**src/rtl/duty_pwm_pkg.sv**
```systemverilog
package duty_pwm_pkg;

   // Width of the tick-rate field in the control register
   localparam int unsigned RATE_W = 3;
   // Number of selectable divide ratios
   localparam int unsigned RATE_N = 2 ** RATE_W;
   // Prescaler width needed for the largest ratio 2^RATE_N
   localparam int unsigned PRE_W  = RATE_N;

   // Register select values
   typedef enum logic {
      SEL_DUTY = 1'b0,
      SEL_CTRL = 1'b1
   } reg_sel_e;

   // Control register layout, LSB last: rate[4:2], pol[1], run[0]
   typedef struct packed {
      logic [RATE_W-1:0] rate;
      logic              pol;
      logic              run;
   } ctrl_t;

   localparam int unsigned CTRL_W = $bits(ctrl_t);

endpackage

```
**src/rtl/duty_pwm_prescaler.sv**
```systemverilog
module duty_pwm_prescaler
   import duty_pwm_pkg::*;
(
   input  logic              clk,
   input  logic              rst_n,
   input  logic [RATE_W-1:0] rate,
   output logic              tick
);

   logic [PRE_W-1:0] pre_q;
   logic [PRE_W-1:0] mask_tab [RATE_N];
   logic [PRE_W-1:0] mask_sel;

   // One low-bit mask per divide ratio: code k needs k+1 ones
   for (genvar gi = 0; gi < RATE_N; gi++) begin : g_mask
      localparam logic [PRE_W-1:0] MASK_K = PRE_W'((64'd1 << (gi + 1)) - 64'd1);
      assign mask_tab[gi] = MASK_K;
   end

   always_ff @(posedge clk) begin
      if (!rst_n) pre_q <= '0;
      else        pre_q <= pre_q + 1'b1;
   end

   assign mask_sel = mask_tab[rate];
   assign tick     = (pre_q & mask_sel) == mask_sel;


   tick_gap_chk: assert property (@(posedge clk) disable iff (!rst_n)
      tick |=> !tick)
      else $error("tick on two adjacent clocks");

endmodule

```
**src/rtl/duty_pwm_counter.sv**
```systemverilog
module duty_pwm_counter #(
   parameter int CNT_W  = 8,
   parameter int PERIOD = 250
) (
   input  logic             clk,
   input  logic             rst_n,
   input  logic             run,
   input  logic             tick,
   output logic [CNT_W-1:0] cnt,
   output logic             wrap
);

   localparam logic [CNT_W-1:0] LAST = CNT_W'(PERIOD - 1);

   logic [CNT_W-1:0] cnt_q;

   assign wrap = run && tick && (cnt_q == LAST);

   always_ff @(posedge clk) begin
      if (!rst_n || !run)  cnt_q <= '0;
      else if (wrap)       cnt_q <= '0;
      else if (tick)       cnt_q <= cnt_q + 1'b1;
   end

   assign cnt = cnt_q;


   cnt_hold_chk: assert property (@(posedge clk) disable iff (!rst_n)
      !run |=> (cnt_q == '0))
      else $error("counter moved while stopped");


   cnt_range_chk: assert property (@(posedge clk) disable iff (!rst_n)
      cnt_q <= LAST)
      else $error("counter beyond last state");


   cnt_wrap_chk: assert property (@(posedge clk) disable iff (!rst_n)
      wrap |=> (cnt_q == '0))
      else $error("counter did not wrap");

endmodule

```
**src/rtl/duty_pwm_shaper.sv**
```systemverilog
module duty_pwm_shaper #(
   parameter int CNT_W  = 8,
   parameter int PERIOD = 250
) (
   input  logic             clk,
   input  logic             rst_n,
   input  logic             run,
   input  logic             pol,
   input  logic             wrap,
   input  logic [CNT_W-1:0] cnt,
   input  logic             duty_we,
   input  logic [CNT_W-1:0] duty_wd,
   output logic             pwm
);

   localparam logic [CNT_W-1:0] SAT = CNT_W'(PERIOD);

   logic [CNT_W-1:0] hold_q;
   logic [CNT_W-1:0] cmp_q;
   logic             pwm_q;
   logic             active;

   // Holding register always takes writes; the compare register is fed
   // straight through while stopped and at the wrap while running.
   always_ff @(posedge clk) begin
      if (!rst_n) begin
         hold_q <= '0;
         cmp_q  <= '0;
      end else begin
         if (duty_we) hold_q <= duty_wd;
         if (!run)    cmp_q  <= duty_we ? duty_wd : hold_q;
         else if (wrap) cmp_q <= hold_q;
      end
   end

   always_comb begin
      if (cmp_q >= SAT)        active = 1'b1;
      else if (cmp_q == '0)    active = 1'b0;
      else                     active = (cnt != '0) && (cnt <= cmp_q);
   end

   always_ff @(posedge clk) begin
      if (!rst_n)   pwm_q <= 1'b0;
      else if (run) pwm_q <= active ^ pol;
      else          pwm_q <= 1'b0;
   end

   assign pwm = pwm_q;


   shadow_chk: assert property (@(posedge clk) disable iff (!rst_n)
      ($past(run) && (cmp_q != $past(cmp_q))) |-> $past(wrap))
      else $error("compare register loaded away from wrap");


   stop_low_chk: assert property (@(posedge clk) disable iff (!rst_n)
      !run |=> !pwm_q)
      else $error("output driven while stopped");


   zero_duty_chk: assert property (@(posedge clk) disable iff (!rst_n)
      (run && cmp_q == '0) |=> (pwm_q == $past(pol)))
      else $error("zero duty produced active level");


   full_duty_chk: assert property (@(posedge clk) disable iff (!rst_n)
      (run && cmp_q >= SAT) |=> (pwm_q == !$past(pol)))
      else $error("saturated duty produced inactive level");

endmodule

```
**src/rtl/duty_pwm_timer.sv**
```systemverilog
module duty_pwm_timer
   import duty_pwm_pkg::*;
#(
   parameter int CNT_W  = 8,
   parameter int PERIOD = 250
) (
   input  logic             clk,
   input  logic             rst_n,
   input  logic             wr_en,
   input  logic             wr_sel,
   input  logic [CNT_W-1:0] wr_data,
   output logic             pwm_out,
   output logic             pwm_own
);

   // Elaboration-time parameter checks
   if (PERIOD < 2 || PERIOD >= (2 ** CNT_W)) begin : g_bad_period
      $error("PERIOD must lie in 2 .. 2**CNT_W-1 so saturation is reachable");
   end
   if (CNT_W < int'(CTRL_W)) begin : g_bad_width
      $error("CNT_W too narrow to carry the control fields");
   end

   ctrl_t            ctrl_q;
   ctrl_t            ctrl_wd;
   logic             ctrl_we;
   logic             duty_we;
   logic             tick;
   logic             wrap;
   logic [CNT_W-1:0] cnt;

   assign ctrl_wd = ctrl_t'(wr_data[CTRL_W-1:0]);
   assign ctrl_we = wr_en && (reg_sel_e'(wr_sel) == SEL_CTRL);
   assign duty_we = wr_en && (reg_sel_e'(wr_sel) == SEL_DUTY);

   // Rate and polarity are taken only while stopped; run always updates.
   always_ff @(posedge clk) begin
      if (!rst_n) begin
         ctrl_q <= '0;
      end else if (ctrl_we) begin
         ctrl_q.run <= ctrl_wd.run;
         if (!ctrl_q.run) begin
            ctrl_q.pol  <= ctrl_wd.pol;
            ctrl_q.rate <= ctrl_wd.rate;
         end
      end
   end

   duty_pwm_prescaler u_pre (
      .clk   (clk),
      .rst_n (rst_n),
      .rate  (ctrl_q.rate),
      .tick  (tick)
   );

   duty_pwm_counter #(.CNT_W(CNT_W), .PERIOD(PERIOD)) u_cnt (
      .clk   (clk),
      .rst_n (rst_n),
      .run   (ctrl_q.run),
      .tick  (tick),
      .cnt   (cnt),
      .wrap  (wrap)
   );

   duty_pwm_shaper #(.CNT_W(CNT_W), .PERIOD(PERIOD)) u_shp (
      .clk     (clk),
      .rst_n   (rst_n),
      .run     (ctrl_q.run),
      .pol     (ctrl_q.pol),
      .wrap    (wrap),
      .cnt     (cnt),
      .duty_we (duty_we),
      .duty_wd (wr_data),
      .pwm     (pwm_out)
   );

   assign pwm_own = ctrl_q.run;


   cfg_lock_chk: assert property (@(posedge clk) disable iff (!rst_n)
      $past(ctrl_q.run) |-> $stable(ctrl_q.rate) && $stable(ctrl_q.pol))
      else $error("rate or polarity changed while running");

endmodule

```
**config.mk**
```make
export PLATFORM = sky130hd
export DESIGN_NAME = duty_pwm_timer
export DESIGN_NICKNAME = d
export VERILOG_FILES = /design/src/rtl/duty_pwm_pkg.sv /design/src/rtl/duty_pwm_prescaler.sv /design/src/rtl/duty_pwm_counter.sv /design/src/rtl/duty_pwm_shaper.sv /design/src/rtl/duty_pwm_timer.sv
export SDC_FILE = /design/constraint.sdc
export NUM_CORES = 1
export LEC_CHECK = 0
export ABC_AREA = 1
export BUFFER_PORTS_ARGS = -buffer_cell sky130_fd_sc_hd__buf_2
export CAP_MARGIN = 40
export CORE_ASPECT_RATIO = 1.75
export CORE_MARGIN = 1.5
export CORE_UTILIZATION = 50
export CTS_CLUSTER_DIAMETER = 200
export CTS_CLUSTER_SIZE = 30
export DETAILED_ROUTE_END_ITERATION = 8
export PLACE_DENSITY = 0.7
export RECOVER_POWER = 100
export SYNTH_ARGS = -nofsm -noshare
export SYNTH_HDL_FRONTEND = slang
export SYNTH_SLANG_ARGS = --single-unit
```
**constraint.sdc**
```tcl
create_clock -name clk -period 1.5 [get_ports clk]
set_input_delay 0.15 -clock clk [delete_from_list [all_inputs] [get_ports clk]]
set_output_delay 0.15 -clock clk [all_outputs]
set_load 0.05 [all_outputs]
```
==> impl_metrics.yaml <==
outcome:
  outcome: "finished, violations left"
  violated_checks: "setup timing"
worst_setup_path:
  critPathLaunchType: "register"
  critPathArrivalTime_ns: 1.75
  timing_worst_setup_path_type: "register to register"
  timing.critical_path.required_ns: 1.69
  critical_path_maximum_fanout: 8
  setup.worst_path.end_class: "register"
timing:
  worst_pin_slew_ns: 0.5908
  final_setup_tns_ns: -0.6699
  finalCriticalPeriod_ns: 1.567
  timing.final.max_slew_violations: 0
  slew-limit-headroom_pct: 60.78
  timing.final.ws_setup_ns: -0.06698
  grt_setup_unrepaired: "yes"
  fmax_ghz: 0.6382
  report.final.hold_viol_count: 0
  fin_worst_skew_ns: 0.01063
  period_share_pct: 104.5
  final-setup-viol-count: 16
yosys:
  ys_types: 30
  syn_inst: 276
  post_synth_instance_area_um2: 2013
  syn_area_per_cell_um2: 7.294
  yosys_register_bits: 38
  syn_nets: 300
  ys.warnings.count: 0
  synth-seq-area-share_pct: 37.79
clock_network:
  clk_path_buf_depth: 2
  hold_buffers: 0
  tritoncts: "yes"
  clk-insertion-delay-late_ns: 0.30
  path_clk_slew_ns: 0.08
  root_buffer: "clkbuf_8"
  htreeDepth: 2
  numCtsBuffers: 5
  clock_sink_count: 38
floorplanning:
  start_util_pct: 52.07
  rows: 30
  coreArea_um2: 3866
  die-area_um2: 4431
  design.portCount: 14
  die_w_um: 50.97
  fp.dieH_um: 86.94
routing:
  remaining_drc_errors: 0
  wire_per_inst_um: 13.89
  drt_pass1_iterations: 4
  via_per_inst: 5.301
  drtIter0Drc: 46
  routed_wirelength_mm: 5.029
  detail-route-antenna-nets: 0
  num_vias: 1919
finish:
  drive_gt1_share_pct: 25.80
  antenna_cells_inserted: 0
  fin_nets: 337
  areaGrowthSynthToFinish_pct: 25.92
  final_cell_area_um2: 2535
power_and_ir_drop:
  power.static_leakage_nw: 1.041
  pwr_density_cell_nw_per_um2: 907.8
  worst_ir_drop_vdd_mv: 0.7008
placement:
  detailedPlacementHpwl_mm: 3.701
  dpl-instance-area_um2: 2231
  io_buffers: 13
  final_weighted_congestion_in_routability_driven_placement: 0.9074
grt:
  grt_antenna_before_repair: 0
  grt_overflow: 0
  maximum_number_of_pins_on_one_net_before_global_route_repair: 17
  grt_first_pass_wirelength_mm: 7.948
  groute.usage.overall_pct: 24.11
  vias_in_the_first_global_route: 1879
flow_run:
  timing.max_cap.violations: 0
min_path:
  type_of_the_most_critical_hold_path: "input pin to register"
==> final cells by class <==
cell class,instances,area (um^2)
repair buffers,34,230.2
multi-input cells,196,1210
clock buffers,5,68.82
flip-flops and latches,38,774.5
fillers,358,1331
clock inverters,3,43.79
well taps,48,60.06
inverters,38,147.6
==> through the flow <==
step	setup slack [ns]	power, mW	utilization, %	hold slack [ns]	cells
after floorplan	0.01711	1.300	-	0.2849	276
after global placement	-0.09711	1.388	57.70	0.3960	349
after detailed placement	-0.09647	1.391	57.70	0.3994	349
after CTS	-0.0006066	2.272	61.07	0.08818	357
after global routing	-0.1292	2.402	65.57	0.09324	362
final	-0.06698	2.301	65.57	0.08944	362
==> synth_stat cells, drive strengths merged <==
master	instances	area, um^2
xor2	6	52.55
buf	3	31.27
a211oi	8	60.06
clkinv	2	7.510
inv	36	140.1
nand4	5	31.28
nand2	56	225.2
nor2	43	163.9
o21a	1	7.510
or2	1	6.260
clkbuf	2	7.510
dfxtp	38	760.7
ha	12	150.1
nor4	1	21.27
nand3	31	172.7
a21oi	17	96.35
xnor2	1	8.760
a21o	1	7.510
nor3	2	10.01
o211ai	1	7.510
o21ai	9	45.04
==> path summary, 6_finish.rpt <==
path	start	endpoint	slack, ns	cells after the start
max reg2reg	u_cnt.cnt[1]$_SDFFE_PP0N_	u_cnt.cnt[7]$_SDFFE_PP0N_	-0.07	8
max	u_cnt.cnt[1]$_SDFFE_PP0N_	u_cnt.cnt[7]$_SDFFE_PP0N_	-0.07	8
min	wr_data[1]	ctrl_q[1]$_SDFFE_PN0P_	0.09	3
min reg2reg	u_pre.pre_q[4]$_SDFF_PN0_	u_pre.pre_q[4]$_SDFF_PN0_	0.47	1
==> layer usage <==
metal / share of wire [%] / global-route usage (%)
met4: 4.7 / 14.99
met1: 36 / 20.60
met5: 0 / 0
met2: 57 / 48.52
met3: 2.0 / 3.780
==> state kept, by name, summed over array words and instances (netlist names) <==
name	flops
u_pre.pre_q	8
pwm_own	1
u_shp.pwm	1
u_shp.cmp_q	8
ctrl_q	4
u_shp.hold_q	8
u_cnt.cnt	8
==> power breakdown <==
group          internal (mW)  total [mW]  switching, mW
registers               1.06        1.09         0.0289
logic                  0.125       0.331          0.205
clock network          0.496       0.884          0.388
total                   1.68        2.30          0.623
==> timing repair <==
item	in CTS	in global routing
hold endpoints to repair	0	0
setup endpoints to repair	3	17
buffers inserted	0	4
gates cloned	0	1
resized for setup	4	34
pin swaps	1	11
==> worst max-delay path, stage by stage (launching register included) <==
cell and delay [ns]:
dfxtp_2 0.34, inv_2 0.07, ha_4 0.12, nand4_1 0.14, nor4_4 0.27, buf_4 0.18, nand3_4 0.13, nand2_8 0.15
a21oi_1 0.05
==> cells by family after synthesis <==
logic type      after synthesis  synth area share (%)
compound gates               37                 11.13
xor+xnor                      7                 3.045
fa+ha+maj                    12                 7.458
buf+inv                      43                 9.260
flops                        38                 37.79
simple gates                139                 31.32
==> cells in the final DEF (no fill, tap or decap), types with 2 or more instances in the layout <==
| master | synthesis | layout |
|---|---|---|
| a21oi_1 | 16 | 10 |
| ha_1 | 12 | 7 |
| nand3_1 | 29 | 23 |
| nor2_1 | 42 | 42 |
| dfxtp_2 | 0 | 8 |
| inv_1 | 34 | 31 |
| ha_4 | 0 | 5 |
| xor2_1 | 6 | 6 |
| clkbuf_1 | 2 | 3 |
| dfxtp_1 | 38 | 29 |
| nor3_1 | 2 | 2 |
| buf_2 | 1 | 11 |
| clkinv_1 | 2 | 2 |
| nand3_2 | 1 | 8 |
| inv_2 | 1 | 4 |
| nand4_1 | 5 | 5 |
| nand2_2 | 0 | 2 |
| a21oi_2 | 0 | 6 |
| clkbuf_8 | 0 | 5 |
| o21ai_0 | 9 | 9 |
| a211oi_1 | 8 | 8 |
| buf_4 | 0 | 16 |
| nand2_1 | 54 | 52 |
(Power assumes the default switching activity.)
